[src/rtl/ctr_inc_pkg.sv]
package ctr_inc_pkg;
  localparam int unsigned DEF_CTR_W   = 128;
  localparam int unsigned DEF_SLICE_W = 16;

  typedef enum logic {
    ST_IDLE = 1'b0,
    ST_WALK = 1'b1
  } walk_st_e;
endpackage

[src/rtl/ctr_slice_adder.sv]
module ctr_slice_adder #(
  parameter int unsigned SW = 16
) (
  input  logic [SW-1:0] a_i,
  input  logic          cin_i,
  output logic [SW-1:0] sum_o,
  output logic          cout_o
);
  assign {cout_o, sum_o} = {1'b0, a_i} + {{SW{1'b0}}, cin_i};
endmodule

[src/rtl/ctr_walk_ctrl.sv]
module ctr_walk_ctrl
  import ctr_inc_pkg::*;
#(
  parameter int unsigned N          = 8,
  parameter bit          EARLY_EXIT = 1'b1
) (
  input  logic                 clk_i,
  input  logic                 rst_ni,
  input  logic                 start_i,
  input  logic                 cout_i,
  output logic                 load_o,
  output logic                 step_o,
  output logic [$clog2(N)-1:0] idx_o,
  output logic                 cin_o,
  output logic [N-1:0]         we_o,
  output logic                 done_o
);
  localparam int unsigned IDX_W = $clog2(N);

  walk_st_e          st_q;
  logic [IDX_W-1:0]  idx_q;
  logic              cin_q;
  logic [N-1:0]      we_q;
  logic              done_q;
  logic              last, finish;

  assign last   = (idx_q == IDX_W'(N - 1));
  assign finish = last || (EARLY_EXIT && !cout_i);
  assign load_o = (st_q == ST_IDLE) && start_i;
  assign step_o = (st_q == ST_WALK);

  always_ff @(posedge clk_i or negedge rst_ni) begin
    if (!rst_ni) begin
      st_q   <= ST_IDLE;
      idx_q  <= '0;
      cin_q  <= 1'b0;
      we_q   <= '0;
      done_q <= 1'b0;
    end else begin
      we_q   <= '0;
      done_q <= 1'b0;
      unique case (st_q)
        ST_IDLE: if (start_i) begin
          st_q  <= ST_WALK;
          idx_q <= '0;
          cin_q <= 1'b1;
        end
        ST_WALK: begin
          we_q  <= {{(N-1){1'b0}}, 1'b1} << idx_q;
          cin_q <= cout_i;
          if (finish) begin
            st_q   <= ST_IDLE;
            done_q <= 1'b1;
          end else begin
            idx_q <= idx_q + 1'b1;
          end
        end
        default: st_q <= ST_IDLE;
      endcase
    end
  end

  assign idx_o  = idx_q;
  assign cin_o  = cin_q;
  assign we_o   = we_q;
  assign done_o = done_q;
endmodule

[src/rtl/ctr_serial_inc.sv]
module ctr_serial_inc
  import ctr_inc_pkg::*;
#(
  parameter int unsigned CTR_W      = DEF_CTR_W,
  parameter int unsigned SLICE_W    = DEF_SLICE_W,
  parameter bit          EARLY_EXIT = 1'b1
) (
  input  logic                       clk_i,
  input  logic                       rst_ni,
  input  logic                       start_i,
  input  logic [CTR_W-1:0]           iv_i,
  output logic [CTR_W-1:0]           iv_o,
  output logic [CTR_W/SLICE_W-1:0]   slice_we_o,
  output logic                       done_o
);
  localparam int unsigned N     = CTR_W / SLICE_W;
  localparam int unsigned IDX_W = $clog2(N);

  logic [CTR_W-1:0]   cnt_q, cnt_d;
  logic [IDX_W-1:0]   idx;
  logic [SLICE_W-1:0] cur, sum;
  logic               cin, cout, load, step;

  ctr_walk_ctrl #(.N(N), .EARLY_EXIT(EARLY_EXIT)) i_walk (
    .clk_i  (clk_i),
    .rst_ni (rst_ni),
    .start_i(start_i),
    .cout_i (cout),
    .load_o (load),
    .step_o (step),
    .idx_o  (idx),
    .cin_o  (cin),
    .we_o   (slice_we_o),
    .done_o (done_o)
  );

  assign cur = cnt_q[idx*SLICE_W +: SLICE_W];

  ctr_slice_adder #(.SW(SLICE_W)) i_add (
    .a_i   (cur),
    .cin_i (cin),
    .sum_o (sum),
    .cout_o(cout)
  );

  for (genvar k = 0; k < N; k++) begin : g_slice
    always_comb begin
      if (load)
        cnt_d[k*SLICE_W +: SLICE_W] = iv_i[k*SLICE_W +: SLICE_W];
      else if (step && (idx == IDX_W'(k)))
        cnt_d[k*SLICE_W +: SLICE_W] = sum;
      else
        cnt_d[k*SLICE_W +: SLICE_W] = cnt_q[k*SLICE_W +: SLICE_W];
    end
  end

  always_ff @(posedge clk_i or negedge rst_ni) begin
    if (!rst_ni) cnt_q <= '0;
    else         cnt_q <= cnt_d;
  end

  assign iv_o = cnt_q;
endmodule

[config.mk]
export PLATFORM = sky130hd
export DESIGN_NAME = ctr_serial_inc
export DESIGN_NICKNAME = d
export VERILOG_FILES = /design/src/rtl/ctr_inc_pkg.sv /design/src/rtl/ctr_slice_adder.sv /design/src/rtl/ctr_walk_ctrl.sv /design/src/rtl/ctr_serial_inc.sv
export SDC_FILE = /design/constraint.sdc
export NUM_CORES = 1
export LEC_CHECK = 0
export BUFFER_PORTS_ARGS = -buffer_cell sky130_fd_sc_hd__buf_2
export CAP_MARGIN = 5
export CORE_MARGIN = 2
export CORE_UTILIZATION = 41
export CTS_CLUSTER_DIAMETER = 150
export DETAILED_ROUTE_END_ITERATION = 7
export PLACE_DENSITY = 0.68
export SKIP_CTS_REPAIR_TIMING = 1
export SYNTH_ARGS = -nofsm -noshare
export SYNTH_HDL_FRONTEND = slang
export SYNTH_SLANG_ARGS = --single-unit
[constraint.sdc]
create_clock -name clk_i -period 3.16 [get_ports clk_i]
set_input_delay 0.316 -clock clk_i [delete_from_list [all_inputs] [get_ports clk_i]]
set_output_delay 0.316 -clock clk_i [all_outputs]
set_load 0.02 [all_outputs]
==> impl_metrics.py <==
metrics = {
    "clocking": {
        "cts_tree": "yes",
        "numCtsBuffers": 17,
        "clock_latency_ns": 0.42,
        "htreeDepth": 4,
        "clock_path_buffers": 2,
        "cts_root_buf": "clkbuf_16",
        "cts.sinks": 142,
        "path_clk_slew_ns": 0.06,
    },
    "global_routing": {
        "grt_first_pass_wirelength_mm": 42.3,
        "antenna_found_initial": 2,
        "grt_util_all_layers_pct": 28.3,
        "grt_pass1_vias": 7143,
        "grt_max_degree": 70,
        "grt_overflow_total": 0,
    },
    "sta": {
        "period_minus_slack_ns": 3.06,
        "slew_headroom_pct": 50.3,
        "drv_slew": 0,
        "fmax_mhz": 327,
        "skew_ns": 0.0102,
        "hold_violations": 0,
        "setup_violations": 0,
        "tns_ns": 0,
        "period_share_pct": 96.7,
        "grt_setup_unrepaired": "false",
        "hold_ws_ns": 0.0988,
        "worst_pin_slew_ns": 0.746,
    },
    "worst_setup_path": {
        "crit_buf_inv": 2,
        "start_kind": "flip-flop",
        "r2r_start": "i_walk.idx_o[0]",
        "crit_chain": "buf_12 -> mux4_1 -> mux2_2 -> and3_1 -> nand2_2 -> mux2i_4 -> buf_4 -> nor2_1 -> nor4_1",
        "endpoint_kind": "flip-flop",
        "rr_worst_depth": 9,
        "path_class": "reg -> reg",
        "critical_path.max_stage_delay_ns": 0.58,
        "arrival_ns": 3.38,
        "cp_slowest_cell": "mux4_1",
        "cp_top_family": "multiplexers",
        "r2r-end": "iv_o[42]",
        "path_max_fanout": 15,
        "r2r_setup_slack_ns": 0.10,
        "required_ns": 3.48,
    },
    "yosys": {
        "yosys_warnings": 0,
        "synthTopCellsByArea": "dfrtp_1, mux4_2, o21ai_0",
        "yosys-top-cells-count": "dfrtp_1, o21ai_0, nand2_1, nor2_1, a21oi_1",
        "synth_top_family_by_area": "compound AO/OA/AOI/OAI gates",
        "syn-num-nets": 905,
        "synth-seq-cells": 142,
        "yosysSeqAreaShare_pct": 46.7,
        "synthCells": 766,
        "synth-edff-count": 0,
        "synth-main-ff-cell": "dfrtp_1",
        "synth_xor_area_share_pct": 1.78,
        "syn-mean-instance-area_um2": 9.92,
        "synth_mux_area_share_pct": 12.7,
        "synth_fa_ha_area_share_pct": 1.32,
        "synth_most_common_cell": "dfrtp_1",
        "synth_top_area_share_pct": 46.7,
        "synth_cell_types": 51,
        "synthSimpleGateAreaFrac_pct": 15.6,
        "synth_compound_area_share_pct": 17.7,
        "yosysTopAreaCell": "dfrtp_1",
        "synth-async-reset-ratio_pct": 100,
        "syn_area_um2": 7600,
    },
    "floorplan": {
        "coreArea_um2": 18100,
        "initial_core_util_pct": 42.0,
        "ios": 268,
        "rows": 49,
        "fp.dieH_um": 140,
        "die-area_um2": 19600,
        "die_x_um": 140,
    },
    "drt": {
        "vias_per_cell": 5.73,
        "first_pass_iters": 7,
        "wl_mm": 28.2,
        "avgRoutedWirePerCell_um": 22.0,
        "ant_nets": 0,
        "via_count": 7349,
        "drt_iter0_drc": 654,
        "drc": 16,
    },
    "place": {
        "hpwl_mm": 19.6,
        "portBuffers": 267,
        "dp_cells": 1243,
        "place_congestion": 0.847,
    },
    "min_path": {
        "worstHoldStart": "iv_i[113]",
        "min_delay_path_depth": 3,
        "timing.hold.worst_endpoint": "iv_o[113]",
        "hold_class": "in -> reg",
    },
    "final_layout": {
        "syn2layout_area_growth_pct": 31.0,
        "nNetsFinal": 1177,
        "fin_cells": 1282,
        "num-fill-cells": 1655,
        "drive_gt1_share_pct": 37.8,
    },
    "power_and_ir_drop": {
        "ir_drop_mv": 0.486,
        "pwr_density_cell_nw_per_um2": 1060,
        "power.leakage_nw": 4.75,
        "power_mw": 10.6,
    },
    "run": {
        "cap_violations": 0,
    },
    "run_status": {
        "status": "finished with violations",
        "violations": "DRC",
    },
}
==> registers in the layout, indices dropped and copies added, names as in the netlist <==
signal	count
i_walk.cin_o	1
i_walk.idx_o	3
i_walk.step_o	1
iv_o	128
i_walk.done_o	1
i_walk.we_o	8
==> stage by stage <==
stage          setup slack, ns  area (µm²)  util (%)
5_1_grt                 0.0108        9960      55.1
6_report                 0.105        9960      55.1
3_3_place_gp             0.287        9290      51.4
3_5_place_dp             0.192        9290      51.4
4_1_cts                  0.184        9910      54.8
2_1_floorplan            0.238        7600         -
==> area by class of cell <==
cell class / instances / area [µm²] / share of cell area, %
multi-input combinational: 554 / 3740 / 37.6
sequential: 142 / 3560 / 35.7
timing repair buffer: 311 / 1700 / 17.1
clock buffer: 24 / 492 / 4.94
tap: 229 / 287 / 2.88
clock inverter: 8 / 129 / 1.29
inverter: 12 / 45.0 / 0.452
antenna: 2 / 5.00 / 0.0503
==> worst max path at each step <==
stage                               start         to  slack, ns  cells past startpoint
after floorplan           i_walk.idx_o[0]  iv_o[106]       0.24                     13
final                     i_walk.idx_o[0]   iv_o[42]       0.10                      9
after global routing      i_walk.idx_o[0]   iv_o[26]       0.01                      8
after CTS                 i_walk.idx_o[0]   iv_o[74]       0.18                      8
after global placement    i_walk.idx_o[0]  iv_o[106]       0.29                      8
after detailed placement  i_walk.idx_o[0]   iv_o[74]       0.19                      8
==> routing by layer <==
metal  wire length [µm]  part of all wire (%)  global-route usage (%)  up-vias
met5                  0                     0                       0        -
met4                626                   2.2                    9.30        0
met3               2280                   8.1                    5.85       34
met2              13200                    47                    43.8      400
met1              12000                    43                    40.2     3597
li1                   -                     -                       -     3318
==> cell families (layout without fill, tap and decap cells) <==
family | after synthesis | in the layout
buffers and inverters | 70 | 355
xor gates and xnor gates | 12 | 12
AOI/OAI and AO/OA | 233 | 233
DFF | 142 | 142
adders and majority gates | 8 | 8
muxes | 54 | 54
and+or+nand+nor | 247 | 247
other | 0 | 2
==> cell usage in the layout, fill, tap and decap left out, drive strengths merged, types with 6 or more instances in the layout <==
cell type and n:
o21a 8, o21ai 103, o22ai 6, a22oi 26, a31oi 20, inv 13, dfrtp 142, nor3 12
mux2i 19, xor2 6, ha 8, a21o 8, and3 26, mux4 30, buf 310, xnor2 6
clkbuf 24, nand3 14, nand2 92, or3 14, nor2 72, nor4 10, a21oi 54
==> worst reg2reg max path: cells and delay by family, from the launching register on <==
| kind | cells | cell delay [ns] |
|---|---|---|
| buffers and inverters | 2 | 0.39 |
| DFF | 1 | 0.49 |
| muxes | 3 | 1.31 |
| and+or+nand+nor | 4 | 0.76 |
==> where the power goes <==
group	internal [mW]	total, mW	leakage, nW	switching [mW]
sequential	2.67	3.47	1.69	0.803
clock	1.33	2.13	0.301	0.800
combinational	1.89	4.99	2.75	3.10
No activity file was read; power rests on OpenSTA's default activity.
